===== config.mk =====
export PLATFORM = sky130hd
export DESIGN_NAME = tcmp_unit
export DESIGN_NICKNAME = d
export VERILOG_FILES = /design/src/rtl/tcmp_pkg.sv /design/src/rtl/tcmp_regs.sv /design/src/rtl/tcmp_prescaler.sv /design/src/rtl/tcmp_counter.sv /design/src/rtl/tcmp_cmp_fsm.sv /design/src/rtl/tcmp_unit.sv
export SDC_FILE = /design/constraint.sdc
export NUM_CORES = 1
export LEC_CHECK = 0
export ABC_AREA = 1
export BUFFER_PORTS_ARGS = -buffer_cell sky130_fd_sc_hd__clkbuf_2
export CORE_UTILIZATION = 40
export CTS_CLUSTER_SIZE = 30
export DETAILED_ROUTE_END_ITERATION = 10
export PLACE_DENSITY = 0.6
export SYNTH_ARGS = -nofsm -noshare
export SYNTH_HDL_FRONTEND = slang
export SYNTH_SLANG_ARGS = --single-unit

===== constraint.sdc =====
create_clock -name clk -period 1.54 [get_ports clk]
set_clock_uncertainty 0.1 [all_clocks]
set_input_delay 0.154 -clock clk [delete_from_list [all_inputs] [get_ports clk]]
set_output_delay 0.154 -clock clk [all_outputs]
set_load 0.01 [all_outputs]

===== src/rtl/tcmp_pkg.sv =====
package tcmp_pkg;

    // write select codes
    localparam logic [2:0] SEL_TMR_LO  = 3'd0;
    localparam logic [2:0] SEL_TMR_HI  = 3'd1;
    localparam logic [2:0] SEL_CMP_LO  = 3'd2;
    localparam logic [2:0] SEL_CMP_HI  = 3'd3;
    localparam logic [2:0] SEL_TCTL    = 3'd4;
    localparam logic [2:0] SEL_CCTL    = 3'd5;
    localparam logic [2:0] SEL_FLAGCLR = 3'd6;

    // compare modes
    localparam logic [3:0] MODE_OFF  = 4'b0000;
    localparam logic [3:0] MODE_SET  = 4'b1000;
    localparam logic [3:0] MODE_CLR  = 4'b1001;
    localparam logic [3:0] MODE_SWI  = 4'b1010;
    localparam logic [3:0] MODE_TRIG = 4'b1011;

    // timer control bit positions
    localparam int TC_RUN    = 0;
    localparam int TC_SRC    = 1;
    localparam int TC_NOSYNC = 2;
    localparam int TC_PS_LO  = 4;

    typedef enum logic [1:0] {
        ST_OFF      = 2'd0,
        ST_WATCH    = 2'd1,
        ST_HELD     = 2'd2,
        ST_CLR_PEND = 2'd3
    } cmp_state_e;

endpackage


===== src/rtl/tcmp_regs.sv =====
module tcmp_regs
    import tcmp_pkg::*;
#(
    parameter int BYTE_W = 8,
    parameter int PS_W   = 2,
    localparam int CNT_W = 2 * BYTE_W
) (
    input  logic              clk,
    input  logic              rst_n,
    input  logic              wr_en,
    input  logic [2:0]        wr_sel,
    input  logic [BYTE_W-1:0] wr_data,
    output logic [CNT_W-1:0]  cmp_q,
    output logic [PS_W-1:0]   ps_q,
    output logic              run_q,
    output logic              src_ext_q,
    output logic              nosync_q,
    output logic [3:0]        mode_q,
    output logic              tlo_wr,
    output logic              thi_wr,
    output logic              zero_wr,
    output logic              fclr_wr
);

    logic cmp_lo_wr, cmp_hi_wr, tctl_wr, cctl_wr;

    always_comb begin
        tlo_wr    = wr_en && (wr_sel == SEL_TMR_LO);
        thi_wr    = wr_en && (wr_sel == SEL_TMR_HI);
        cmp_lo_wr = wr_en && (wr_sel == SEL_CMP_LO);
        cmp_hi_wr = wr_en && (wr_sel == SEL_CMP_HI);
        tctl_wr   = wr_en && (wr_sel == SEL_TCTL);
        cctl_wr   = wr_en && (wr_sel == SEL_CCTL);
        fclr_wr   = wr_en && (wr_sel == SEL_FLAGCLR);
        zero_wr   = cctl_wr && (wr_data[3:0] == MODE_OFF);
    end

    always_ff @(posedge clk or negedge rst_n) begin
        if (!rst_n) begin
            cmp_q <= '0;
        end else begin
            if (cmp_lo_wr) cmp_q[BYTE_W-1:0]     <= wr_data;
            if (cmp_hi_wr) cmp_q[CNT_W-1:BYTE_W] <= wr_data;
        end
    end

    always_ff @(posedge clk or negedge rst_n) begin
        if (!rst_n) begin
            ps_q      <= '0;
            run_q     <= 1'b0;
            src_ext_q <= 1'b0;
            nosync_q  <= 1'b0;
        end else if (tctl_wr) begin
            ps_q      <= wr_data[TC_PS_LO +: PS_W];
            run_q     <= wr_data[TC_RUN];
            src_ext_q <= wr_data[TC_SRC];
            nosync_q  <= wr_data[TC_NOSYNC];
        end
    end

    always_ff @(posedge clk or negedge rst_n) begin
        if (!rst_n)       mode_q <= MODE_OFF;
        else if (cctl_wr) mode_q <= wr_data[3:0];
    end

endmodule


===== src/rtl/tcmp_prescaler.sv =====
module tcmp_prescaler #(
    parameter int PS_W  = 2,
    localparam int PRE_W = (1 << PS_W) - 1
) (
    input  logic            clk,
    input  logic            rst_n,
    input  logic            raw_tick,
    input  logic            clr,
    input  logic [PS_W-1:0] ps,
    output logic            tick_out
);

    logic [PRE_W-1:0] pre_q;
    logic [PRE_W-1:0] mask;

    always_comb begin
        for (int i = 0; i < PRE_W; i++) begin
            mask[i] = (i < int'(ps));
        end
        tick_out = raw_tick && ((pre_q & mask) == mask);
    end

    always_ff @(posedge clk or negedge rst_n) begin
        if (!rst_n)        pre_q <= '0;
        else if (clr)      pre_q <= '0;
        else if (raw_tick) pre_q <= pre_q + 1'b1;
    end

endmodule


===== src/rtl/tcmp_counter.sv =====
module tcmp_counter #(
    parameter int BYTE_W = 8,
    localparam int CNT_W = 2 * BYTE_W
) (
    input  logic              clk,
    input  logic              rst_n,
    input  logic              tick,
    input  logic              lo_wr,
    input  logic              hi_wr,
    input  logic [BYTE_W-1:0] wr_data,
    input  logic              clr_req,
    output logic [CNT_W-1:0]  count_q
);

    always_ff @(posedge clk or negedge rst_n) begin
        if (!rst_n) begin
            count_q <= '0;
        end else if (lo_wr || hi_wr) begin
            if (lo_wr) count_q[BYTE_W-1:0]     <= wr_data;
            if (hi_wr) count_q[CNT_W-1:BYTE_W] <= wr_data;
        end else if (tick) begin
            count_q <= clr_req ? '0 : count_q + 1'b1;
        end
    end

    AST_CLEAR_ON_TICK: assert property (@(posedge clk) disable iff (!rst_n) (clr_req && tick && !lo_wr && !hi_wr) |=> (count_q == '0));

endmodule


===== src/rtl/tcmp_cmp_fsm.sv =====
module tcmp_cmp_fsm
    import tcmp_pkg::*;
#(
    parameter int CNT_W = 16
) (
    input  logic             clk,
    input  logic             rst_n,
    input  logic [CNT_W-1:0] count,
    input  logic [CNT_W-1:0] cmp,
    input  logic [3:0]       mode,
    input  logic             cmp_ok,
    input  logic             tick,
    input  logic             adc_en,
    input  logic             zero_wr,
    input  logic             fclr_wr,
    output logic             pin_q,
    output logic             irq_q,
    output logic             trig,
    output logic             conv,
    output logic             clr_req
);

    cmp_state_e st_q, st_nxt;
    logic       active, hit, trig_mode, evt;

    always_comb begin
        active    = (mode[3:2] == 2'b10) && cmp_ok;
        hit       = (count == cmp);
        trig_mode = (mode == MODE_TRIG);
    end

    // next-state logic
    always_comb begin
        st_nxt = st_q;
        unique case (st_q)
            ST_OFF: begin
                if (active) st_nxt = ST_WATCH;
            end
            ST_WATCH: begin
                if (!active)  st_nxt = ST_OFF;
                else if (hit) st_nxt = trig_mode ? ST_CLR_PEND : ST_HELD;
            end
            ST_HELD: begin
                if (!active)   st_nxt = ST_OFF;
                else if (!hit) st_nxt = ST_WATCH;
            end
            ST_CLR_PEND: begin
                if (!active)            st_nxt = ST_OFF;
                else if (!hit || tick)  st_nxt = ST_WATCH;
            end
            default: st_nxt = ST_OFF;
        endcase
    end

    always_ff @(posedge clk or negedge rst_n) begin
        if (!rst_n) st_q <= ST_OFF;
        else        st_q <= st_nxt;
    end

    // outputs
    always_comb begin
        evt     = 1'b0;
        clr_req = 1'b0;
        unique case (st_q)
            ST_WATCH:    evt     = active && hit;
            ST_CLR_PEND: clr_req = active && hit && tick;
            ST_OFF, ST_HELD: ;
            default: ;
        endcase
        trig = evt && trig_mode;
        conv = trig && adc_en;
    end

    always_ff @(posedge clk or negedge rst_n) begin
        if (!rst_n)                            pin_q <= 1'b0;
        else if (zero_wr)                      pin_q <= 1'b0;
        else if (evt && (mode == MODE_SET))    pin_q <= 1'b1;
        else if (evt && (mode == MODE_CLR))    pin_q <= 1'b0;
    end

    always_ff @(posedge clk or negedge rst_n) begin
        if (!rst_n)       irq_q <= 1'b0;
        else if (evt)     irq_q <= 1'b1;
        else if (fclr_wr) irq_q <= 1'b0;
    end

    AST_FLAG_STICKY: assert property (@(posedge clk) disable iff (!rst_n) (irq_q && !fclr_wr) |=> irq_q);
    AST_SWI_PIN_HOLD: assert property (@(posedge clk) disable iff (!rst_n) ((mode == MODE_SWI) && !zero_wr) |=> $stable(pin_q));
    AST_CONV_SINGLE: assert property (@(posedge clk) disable iff (!rst_n) conv |=> !conv);
    AST_ZERO_FORCE: assert property (@(posedge clk) disable iff (!rst_n) zero_wr |=> !pin_q);

endmodule


===== src/rtl/tcmp_unit.sv =====
module tcmp_unit
    import tcmp_pkg::*;
#(
    parameter int BYTE_W = 8,
    parameter int PS_W   = 2,
    localparam int CNT_W = 2 * BYTE_W
) (
    input  logic              clk,
    input  logic              rst_n,
    input  logic              wr_en,
    input  logic [2:0]        wr_sel,
    input  logic [BYTE_W-1:0] wr_data,
    input  logic              tick_in,
    input  logic              adc_en,
    output logic              cmp_pin,
    output logic              irq_flag,
    output logic              trig_pulse,
    output logic              conv_start,
    output logic [CNT_W-1:0]  tmr_count
);

    logic [CNT_W-1:0] cmp_q;
    logic [PS_W-1:0]  ps_q;
    logic             run_q, src_ext_q, nosync_q;
    logic [3:0]       mode_q;
    logic             tlo_wr, thi_wr, zero_wr, fclr_wr;
    logic             raw_tick, tmr_tick, clr_req, cmp_ok;

    tcmp_regs #(.BYTE_W(BYTE_W), .PS_W(PS_W)) u_regs (
        .clk       (clk),
        .rst_n     (rst_n),
        .wr_en     (wr_en),
        .wr_sel    (wr_sel),
        .wr_data   (wr_data),
        .cmp_q     (cmp_q),
        .ps_q      (ps_q),
        .run_q     (run_q),
        .src_ext_q (src_ext_q),
        .nosync_q  (nosync_q),
        .mode_q    (mode_q),
        .tlo_wr    (tlo_wr),
        .thi_wr    (thi_wr),
        .zero_wr   (zero_wr),
        .fclr_wr   (fclr_wr)
    );

    always_comb begin
        raw_tick = run_q && (src_ext_q ? tick_in : 1'b1);
        cmp_ok   = !(src_ext_q && nosync_q);
    end

    tcmp_prescaler #(.PS_W(PS_W)) u_pre (
        .clk      (clk),
        .rst_n    (rst_n),
        .raw_tick (raw_tick),
        .clr      (tlo_wr || thi_wr),
        .ps       (ps_q),
        .tick_out (tmr_tick)
    );

    tcmp_counter #(.BYTE_W(BYTE_W)) u_cnt (
        .clk     (clk),
        .rst_n   (rst_n),
        .tick    (tmr_tick),
        .lo_wr   (tlo_wr),
        .hi_wr   (thi_wr),
        .wr_data (wr_data),
        .clr_req (clr_req),
        .count_q (tmr_count)
    );

    tcmp_cmp_fsm #(.CNT_W(CNT_W)) u_fsm (
        .clk     (clk),
        .rst_n   (rst_n),
        .count   (tmr_count),
        .cmp     (cmp_q),
        .mode    (mode_q),
        .cmp_ok  (cmp_ok),
        .tick    (tmr_tick),
        .adc_en  (adc_en),
        .zero_wr (zero_wr),
        .fclr_wr (fclr_wr),
        .pin_q   (cmp_pin),
        .irq_q   (irq_flag),
        .trig    (trig_pulse),
        .conv    (conv_start),
        .clr_req (clr_req)
    );

    AST_HALT_HOLDS: assert property (@(posedge clk) disable iff (!rst_n) (!run_q && !tlo_wr && !thi_wr) |=> $stable(tmr_count));
    AST_ASYNC_QUIET: assert property (@(posedge clk) disable iff (!rst_n) (src_ext_q && nosync_q && !zero_wr) |=> $stable(cmp_pin));
    AST_ASYNC_NO_IRQ: assert property (@(posedge clk) disable iff (!rst_n) (src_ext_q && nosync_q) |=> !$rose(irq_flag));

endmodule


==> results of run 1 <==
==> cell type report <==
| class | instances | area [µm²] |
|---|---|---|
| clock inverters | 2 | 15.0 |
| inverters | 62 | 233 |
| fillers | 707 | 2930 |
| well taps | 96 | 120 |
| clock buffers | 6 | 82.6 |
| repair buffers | 98 | 679 |
| flip-flops and latches | 48 | 1220 |
| multi-input cells | 293 | 1550 |
==> synthesized netlist by cell type (all sizes together) <==
cell type / count / share of area
nor2: 75 / 0.10
nor3b: 2 / 0.0070
nand3b: 1 / 0.0026
inv: 62 / 0.082
xnor2: 1 / 0.0031
ha: 2 / 0.0088
o21ai: 29 / 0.051
clkbuf: 2 / 0.0026
buf: 3 / 0.0075
xor2: 17 / 0.052
nor3: 6 / 0.015
dfrtp: 48 / 0.42
nand4: 5 / 0.016
nand3: 26 / 0.047
a21oi: 20 / 0.035
a211oi: 1 / 0.0026
nand2: 107 / 0.14
==> state kept, by name (all words and copies together), names as in the netlist <==
name              cells
u_pre.pre_q           3
u_regs.nosync_q       1
u_regs.src_ext_q      1
u_regs.mode_q         4
u_fsm.irq_q           1
u_regs.cmp_q         16
u_cnt.count_q        16
u_regs.run_q          1
u_regs.ps_q           2
u_fsm.pin_q           1
u_fsm.st_q            2
==> cell families (layout without fill, tap and decap cells) <==
logic type,Yosys count,after routing,synth area share
fa+ha+maj,2,2,0.00879
buf+inv,67,168,0.0919
simple gates,222,223,0.333
compound gates,50,50,0.0888
flops,48,48,0.422
xor+xnor,18,18,0.0554
==> metrics by stage <==
step | worst slack, ns | setup TNS (ns) | cells | hold slack (ns)
after floorplan | -0.0199 | -0.204 | 407 | -0.242
after global placement | -0.202 | -3.54 | 587 | 0.0682
after detailed placement | -0.225 | -4.04 | 587 | 0.0720
after CTS | -0.361 | -3.67 | 604 | 0.00572
after global routing | -0.477 | -6.55 | 605 | 0.0177
final | -0.341 | -3.90 | 605 | 0.00917
==> worst paths after layout <==
kind                                   start                 to  slack, ns  cells after the start
setup / recovery           u_cnt.count_q[11]         conv_start      -0.34                      7
hold / removal                    wr_data[0]        u_fsm.pin_q      0.009                      3
setup reg to reg           u_cnt.count_q[12]  u_cnt.count_q[13]      -0.23                     10
hold reg to reg                  u_fsm.irq_q        u_fsm.irq_q       0.40                      2
max in group asynchronous              rst_n   u_cnt.count_q[0]       0.83                      3
min in group asynchronous              rst_n     u_pre.pre_q[1]       0.25                      3
==> power by group through the flow <==
stage | Sequential (W) | Combinational [W] | Clock (W)
3_3_place_gp | 0.00203 | 0.00308 | 0
2_1_floorplan | 0.00216 | 0.00157 | 0
6_report | 0.00200 | 0.00353 | 0.000833
3_5_place_dp | 0.00205 | 0.00312 | 0
4_1_cts | 0.00200 | 0.00347 | 0.000856
5_1_grt | 0.00205 | 0.00394 | 0.000902
==> per-layer routing <==
metal	wire length [µm]	global-route usage
met5	0	0
met1	3700	0.316
met3	278	0.0267
met2	3920	0.408
met4	109	0.0652
==> worst max-delay path: cells and delay by family, from the launching register on <==
| kind | cells | cell delay, ns |
|---|---|---|
| xor+xnor | 1 | 0.16 |
| buf+inv | 1 | 0.14 |
| simple gates | 5 | 0.57 |
| flops | 1 | 0.44 |
==> repair_timing <==
item                                    in CTS  in global routing
hold buffers                                 1                  0
endpoints found under the setup margin      22                 22
gates cloned                                 1                  0
gates resized for setup                     27                  9
pin swaps                                   14                  7
buffers inserted                             8                  2
endpoints found under the hold margin       48                  0
==> metrics, run 1 <==
Initial Util 0.417; I/O pin cnt 36; Pins Over Slew Limit 0; Sw Ratio 0.419; TritonRoute pass-1 iters 4; Crit-path slowest cell dfrtp_2; GRT Overall Usage 0.237; clk buf depth 2; static leakage 2.13 nW; initial antenna violation count 0; routed vias 2894; CORE AREA 6830 µm²; wire per inst 13.2 µm; worst slew pin tran 0.290 ns; Cell Area, Synth 2850 µm²; Int Pwr 0.00370 W; Design Area, Final 3900 µm²; Critical Path Start Type flop; max-cap viol count 0; Net Switching 0.00267 W; Placement Rows 30; syn_nets 425; DRC 0; RSZ-0062 raised after global routing true; maximum VDD drop 0.550 mV; Logic pwr share 0.554; clock sink total 48; number of buffers created by CTS 5; Crit path arrival time 1.63 ns; Final min period 1.88 ns; fmax 0.532 GHz; Nets 526; Reg power frac 0.315; pwr dens 1630 nW/µm²; GP Congestion 0.834; largest net degree at the start of global routing 49; global-route wire length before repair 13.5 mm; PortBufs 35; flops & latches, synth 48; endpoints failing setup 22; failing checks negative setup slack; starting DRC count in detailed routing 209; crit end category output port; crit-path cells xor2_1 > nor2_1 > nand2_1 > nor2_4 > nand3_4 > nor3b_2 > buf_2; Max Fanout on Critical Path 3; final worst slack -0.341 ns; DIE HEIGHT 86.4 µm; Yosys warning count 0; Seq/Total Area, Yosys 0.422; vias in the first global route 2751; Final Core Density 0.571; share of layout cells above drive strength 1 0.318; Routed Antenna Nets 0; CP Class reg -> out; Die X 86.4 µm; Root Driver clkbuf_8; slowest stage delay, CP 0.44 ns; Synth Instances 407; most frequent cells in the layout nand2_1, nor2_1, buf_4; most common cell after layout, fill and taps aside nand2_1; CTS tree built; antenna cell count 0; syn avg cell area 6.99 µm²; H-tree levels 2; status finished with violations; Clock power frac 0.131; Syn-to-layout area delta 36.9%; Tcrit/Tclk final 1.22; vias per cell 4.78; Slew HR 0.807; total routed wirelength 8.01 mm; Power Total 0.00637 W; worst min path class in -> reg; clock transition at the registers of the reported paths 0.09 ns; Clock Latency Late Sink 0.31 ns; placed inst area 3580 µm²; count of cell types in the netlist 26; Detailed Place HPWL 5.81 mm; final hold viol count 0; Die ar. 7460 µm²; grt total ovfl 0; Crit path required time 1.29 ns
Note: power is estimated with default switching activity, not from simulation.
==> run 2, diff against run 1 <==
PLACE_DENSITY = not set   (was 0.6)
PLACE_DENSITY_LB_ADDON = 0.1   (was not set)
SYNTH_HIERARCHICAL = 1   (was not set)
==> run 2 against run 1 <==
Sequential power barely moved; the flow still finishes with violations (negative setup slack); total power fell by 3.7%; largest cell class unchanged; cell area rose by 9.8%; synthesized area rose by 9.5%.
==> metrics, run 2 <==
routed vias 3157 (was 2894); GRT Overall Usage 0.221 (was 0.237); failing checks negative setup slack (unchanged); Final Core Density 0.578 (was 0.571); final worst slack -0.531 ns (was -0.341 ns); H-tree levels 2 (unchanged); most frequent cells in the layout nand2_1, buf_4, inv_1 (was nand2_1, nor2_1, buf_4); area occupied by multi-input gates 1780 µm² (was 1550 µm²); Routed Antenna Nets 0 (unchanged); cell taking the most area after synthesis dfrtp_1 (unchanged); syn avg cell area 6.87 µm² (was 6.99 µm²); CP Class reg -> out (unchanged); DRC 0 (unchanged); Detailed Place HPWL 6.48 mm (was 5.81 mm); Clock Latency Late Sink 0.31 ns (about the same); share of the synthesized area in the top cell type 0.385 (was 0.422); Nets 585 (was 526); Final min period 2.07 ns (was 1.88 ns); Slew HR 0.728 (was 0.807); grt total ovfl 0 (unchanged); Power Total 0.00613 W (was 0.00637 W); clock sink total 48 (unchanged); Layout Cells excl Fill 667 (was 605); largest cells by area after synthesis dfrtp_1, nand2_1, inv_1 (was dfrtp_1, nand2_1, nor2_1); Crit path required time 1.29 ns (about the same); antenna cell count 0 (unchanged); wire length on met1 4.26 mm (was 3.70 mm); fmax 0.483 GHz (was 0.532 GHz); Tcrit/Tclk final 1.35 (was 1.22); I/O pin cnt 36 (unchanged); PortBufs 35 (unchanged); static leakage 2.40 nW (was 2.13 nW); pwr dens 1430 nW/µm² (was 1630 nW/µm²); syn_nets 472 (was 425); highest routed layer met4 (unchanged); Root Driver clkbuf_8 (unchanged); status finished with violations (unchanged); Syn-to-layout area delta 37.2% (was 36.9%); Worst R2R Start u_cnt/count_q[14] (was u_cnt.count_q[12]); final hold viol count 0 (unchanged); CP startpoint u_cnt/count_q[14] (was u_cnt.count_q[11]); number of buffers created by CTS 5 (unchanged); Die X 90.3 µm (was 86.4 µm); endpoints failing setup 21 (was 22); Critical Path Start Type flop (unchanged); RSZ-0062 raised after global routing true (unchanged); initial antenna violation count 0 (unchanged); FILL cells 740 (was 707); Storage cell area 1220 µm² (unchanged); Cells after DPL 646 (was 587); flops & latches, synth 48 (unchanged); Initial Util 0.421 (was 0.417); Pins Over Slew Limit 0 (unchanged); Logic pwr share 0.505 (was 0.554); CORE AREA 7410 µm² (was 6830 µm²); synth cell count leaders nand2_1, inv_1, nor2_1 (was nand2_1, nor2_1, inv_1); predominant post-synthesis flop cell dfrtp_1 (unchanged); Synth Instances 454 (was 407); EDFF count, synth 0 (unchanged); largest net degree at the start of global routing 37 (was 49); clock transition at the registers of the reported paths 0.09 ns (about the same); worst min path class in -> reg (unchanged); Sw Ratio 0.408 (was 0.419); DIE HEIGHT 90.3 µm (was 86.4 µm); wire length on met3 314 µm (was 278 µm); wire per inst 13.1 µm (was 13.2 µm); fraction of registers with async set/reset 1.00 (unchanged); Crit path arrival time 1.82 ns (was 1.63 ns); CTS tree built (unchanged); vias per cell 4.73 (was 4.78); met2 wire len 4.04 mm (was 3.92 mm); crit-path cells nand2_2 > nand2_1 > nor2_1 > nand2_1 > nor2_4 > nand2_4 > buf_6 > nor2_4 > and3_4 > buf_6 (was xor2_1 > nor2_1 > nand2_1 > nor2_4 > nand3_4 > nor3b_2 > buf_2); biggest regs u_cnt/count_q: 16 flops, u_regs/cmp_q: 16 flops, u_regs/mode_q: 4 flops (was u_cnt.count_q: 16 flops, u_regs.cmp_q: 16 flops, u_regs.mode_q: 4 flops); Placement Rows 31 (was 30); Max Fanout on Critical Path 3 (unchanged); Reg power frac 0.330 (was 0.315); slowest stage delay, CP 0.44 ns (about the same); Crit-path slowest cell dfrtp_2 (unchanged); TritonRoute pass-1 iters 4 (unchanged); most common cell after layout, fill and taps aside nand2_1 (unchanged); vias in the first global route 2930 (was 2751); GP Congestion 0.839 (was 0.834); clk buf depth 2 (unchanged); Net Switching 0.00250 W (was 0.00267 W); Cell Area, Synth 3120 µm² (was 2850 µm²); Int Pwr 0.00363 W (was 0.00370 W); dominant cell by count in the synthesized netlist nand2_1 (unchanged); Yosys warning count 6 (was 0); Seq/Total Area, Yosys 0.385 (was 0.422); starting DRC count in detailed routing 110 (was 209); Hold Startpoint wr_data[7] (was wr_data[0]); Die ar. 8150 µm² (was 7460 µm²); max-cap viol count 0 (unchanged); share of layout cells above drive strength 1 0.354 (was 0.318); worst slew pin tran 0.408 ns (was 0.290 ns); Clock power frac 0.165 (was 0.131); total routed wirelength 8.73 mm (was 8.01 mm); maximum VDD drop 0.755 mV (was 0.550 mV); count of cell types in the netlist 33 (was 26); global-route wire length before repair 14.2 mm (was 13.5 mm); crit end category output port (unchanged)
-- run 2: changes by cell type after synthesis, moves of 8 or more --
| cell | before | now |
|---|---|---|
| o21ai_0 | 29 | 12 |
| nand3_1 | 25 | 33 |
| nand2_1 | 105 | 149 |
| nor2_1 | 73 | 58 |
| inv_1 | 56 | 64 |
| xor2_1 | 17 | 0 |
-- run 2: cells by family after synthesis --
family | after synthesis | synth area share
xor+xnor | 1 | 0.00281
simple gates | 278 | 0.410
compound gates | 53 | 0.100
buf+inv | 72 | 0.0935
flops | 48 | 0.385
fa+ha+maj | 2 | 0.00802
-- run 2: final cells by class --
type	count	share of cell area
multi-input cells	334	0.415
well taps	99	0.0289
inverters	69	0.0617
repair buffers	109	0.180
clock inverters	1	0.00702
clock buffers	7	0.0225
flip-flops and latches	48	0.285
-- run 2: power groups by stage --
| stage | clock, W | combinational (W) | sequential, W |
|---|---|---|---|
| finish | 0.00101 | 0.00310 | 0.00202 |
| detailed placement | 0 | 0.00279 | 0.00204 |
| CTS | 0.00105 | 0.00294 | 0.00201 |
| global placement | 0 | 0.00276 | 0.00203 |
| floorplan | 0 | 0.00138 | 0.00219 |
| global route | 0.00108 | 0.00348 | 0.00207 |
-- run 2: worst paths after layout --
path / slack (ns) / end / depth (start not counted)
worst max register to register: -0.48 / u_cnt/count_q[9] / 13
worst min-delay path: 0.01 / u_regs/cmp_q[15] / 3
max in group asynchronous: 0.60 / u_cnt/count_q[12] / 3
min in group asynchronous: 0.20 / u_cnt/count_q[3] / 2
worst min register to register: 0.38 / u_regs/nosync_q / 2
worst max-delay path: -0.53 / conv_start / 10
-- run 2: worst max-delay path: cells and delay by family, from the launching register on --
| family | cells | cell delay (ns) |
|---|---|---|
| DFF | 1 | 0.44 |
| and+or+nand+nor | 8 | 0.86 |
| buffers and inverters | 2 | 0.21 |
-- run 2: what timing repair did --
item                                   in CTS  in global routing
endpoints found under the hold margin      12                  0
gates resized for setup                    20                 27
hold buffers                                1                  0
setup endpoints to repair                  22                 22
cloned                                      0                  0
buffers inserted                            5                  7
pin swaps                                  16                 18
-- run 2: layer usage --
layer | global-route usage | vias up
met5 | 0 | -
met4 | 0.0524 | 0
met3 | 0.0295 | 8
met2 | 0.353 | 54
met1 | 0.318 | 1457
li1 | - | 1638
-- run 2: per-stage QoR --
stage | TNS, ns | hold slack [ns] | area [µm²] | setup slack, ns
after floorplan | -3.74 | -0.242 | 3170 | -0.273
after global placement | -5.52 | 0.00347 | 3910 | -0.354
after detailed placement | -5.77 | 0.00298 | 3910 | -0.390
after CTS | -7.02 | 0.00428 | 4140 | -0.560
after global routing | -10.20 | 0.0426 | 4280 | -0.621
final | -7.86 | 0.0149 | 4280 | -0.531
==> run 3, diff against run 2 <==
clock period = 2.2 ns   (was 1.54 ns; I/O delays follow)
==> run 3 against run 2 <==
The flow now finishes without violations; wire length is 7.0% lower; largest power group unchanged; critical path depth fell by 1; die area did not move; non-clock buffer count shrank 47; largest cell class unchanged; global-route usage shrank 1.3 points; worst setup slack better by 0.58 ns; worst hold slack improved by 0.084 ns.
==> metrics, run 3 (synthesized netlist as in run 2, its figures left out) <==
CORE AREA 7410 µm² (unchanged); biggest regs u_cnt/count_q: 16 flops, u_regs/cmp_q: 16 flops, u_regs/mode_q: 4 flops (unchanged); routed vias 3020 (was 3157); Design Area, Final 3720 µm² (was 4280 µm²); CTS tree built (unchanged); Placement Rows 31 (unchanged); antenna cell count 0 (unchanged); crit end category output port (unchanged); most common cell after layout, fill and taps aside nand2_1 (unchanged); starting DRC count in detailed routing 129 (was 110); largest net degree at the start of global routing 28 (was 37); Critical Path Start Type flop (unchanged); GP Congestion 0.871 (was 0.839); endpoints failing setup 0 (was 21); Tcrit/Tclk final 0.977; fmax 0.465 GHz; maximum VDD drop 0.348 mV (was 0.755 mV); Crit path required time 1.88 ns (was 1.29 ns); Worst R2R Start u_cnt/count_q[12] (was u_cnt/count_q[14]); clock sink total 48 (unchanged); Pins Over Slew Limit 0 (unchanged); Max Fanout on Critical Path 4 (was 3); Die ar. 8150 µm² (unchanged); Routed Antenna Nets 0 (unchanged); static leakage 2.10 nW (was 2.40 nW); Root Driver clkbuf_8 (unchanged); Final min period 2.15 ns; number of buffers created by CTS 5 (unchanged); Storage cell area 1200 µm² (was 1220 µm²); Nets 538 (was 585); wire per inst 13.1 µm (about the same); most frequent cells in the layout nand2_1, inv_1, nor2_1 (was nand2_1, buf_4, inv_1); FILL cells 768 (was 740); PortBufs 35 (unchanged); max-cap viol count 0 (unchanged); pwr dens 1000 nW/µm² (was 1430 nW/µm²); final hold viol count 0 (unchanged); clock transition at the registers of the reported paths 0.09 ns (about the same); global-route wire length before repair 13.3 mm (was 14.2 mm); placed inst area 3560 µm² (was 3910 µm²); GRT Overall Usage 0.209 (was 0.221); initial antenna violation count 0 (unchanged); area occupied by multi-input gates 1640 µm² (was 1780 µm²); Detailed Place HPWL 6.20 mm (was 6.48 mm); RSZ-0062 raised after global routing true (unchanged); Initial Util 0.421 (unchanged); Crit path arrival time 1.83 ns (was 1.82 ns); Die X 90.3 µm (unchanged); worst slew pin tran 0.615 ns (was 0.408 ns); vias in the first global route 2707 (was 2930); clk buf depth 2 (unchanged); vias per cell 4.87 (was 4.73); I/O pin cnt 36 (unchanged); total routed wirelength 8.12 mm (was 8.73 mm); DIE HEIGHT 90.3 µm (unchanged); status finished, final reports clean (was finished with violations); Hold Startpoint wr_data[6] (was wr_data[7]); TritonRoute pass-1 iters 5 (was 4); worst min path class in -> reg (unchanged); Slew HR 0.590 (was 0.728); Syn-to-layout area delta 19.5% (was 37.2%); DRC 0 (unchanged); Power Total 0.00372 W (was 0.00613 W); CP Class reg -> out (unchanged); CP startpoint u_cnt/count_q[6] (was u_cnt/count_q[14]); H-tree levels 2 (unchanged); Final Core Density 0.503 (was 0.578); share of layout cells above drive strength 1 0.215 (was 0.354); Clock Latency Late Sink 0.30 ns (was 0.31 ns); grt total ovfl 0 (unchanged)
run 3: repair_timing:
action                                  in CTS  in global routing
hold buffers                                 1                  0
endpoints found under the setup margin       1                  9
pin swaps                                    0                  8
setup buffers                                1                  4
gates resized for setup                      0                 11
endpoints found under the hold margin       21                  0
run 3: critical path: stages, from the launching register on:
cell     delay (ns)
dfrtp_1        0.42
nor2_1         0.10
nor2_1         0.05
nor2_1         0.15
nand2_1        0.11
nor2_4         0.13
nand2_4        0.09
nor2_4         0.17
and3_4         0.20
buf_6          0.09
run 3: through the flow:
| stage | setup WS (ns) | hold slack (ns) | TNS, ns | std cells |
|---|---|---|---|---|
| after global placement | 0.118 | 0.164 | 0 | 606 |
| after CTS | 0.0215 | 0.0905 | 0 | 616 |
| after global routing | -0.0944 | 0.0898 | -0.226 | 620 |
| after floorplan | 0.0366 | -0.176 | 0 | 454 |
| final | 0.0503 | 0.0988 | 0 | 620 |
| after detailed placement | 0.0240 | 0.169 | 0 | 606 |
run 3: per-layer routing:
layer | wire [µm] | vias up | track usage
met2 | 3720 | 74 | 0.337
li1 | - | 1542 | -
met1 | 3910 | 1393 | 0.289
met3 | 350 | 11 | 0.0278
met5 | 0 | - | 0
met4 | 140 | 0 | 0.0699
run 3: path summary, 6_finish.rpt:
path / endpoint / slack [ns] / depth (start not counted)
min in group asynchronous: u_cnt/count_q[7] / 0.35 / 2
max in group asynchronous: u_regs/cmp_q[11] / 1.08 / 3
hold / removal: u_regs/cmp_q[14] / 0.1 / 3
setup / recovery: conv_start / 0.05 / 9
hold reg to reg: u_regs/run_q / 0.38 / 2
setup reg to reg: u_cnt/count_q[4] / 0.19 / 14
run 3: area by class of cell:
| class | instances | area share |
|---|---|---|
| well taps | 99 | 0.0333 |
| flip-flops and latches | 48 | 0.323 |
| clock inverters | 2 | 0.00269 |
| repair buffers | 62 | 0.107 |
| clock buffers | 6 | 0.0222 |
| inverters | 69 | 0.0709 |
| multi-input cells | 334 | 0.441 |
run 3: power by group:
group | total, W | internal [W] | switching, W
Combinational | 0.00177 | 0.000736 | 0.00103
Sequential | 0.00140 | 0.00115 | 0.000251
Clock | 0.000559 | 0.000252 | 0.000307
Total | 0.00372 | 0.00213 | 0.00159
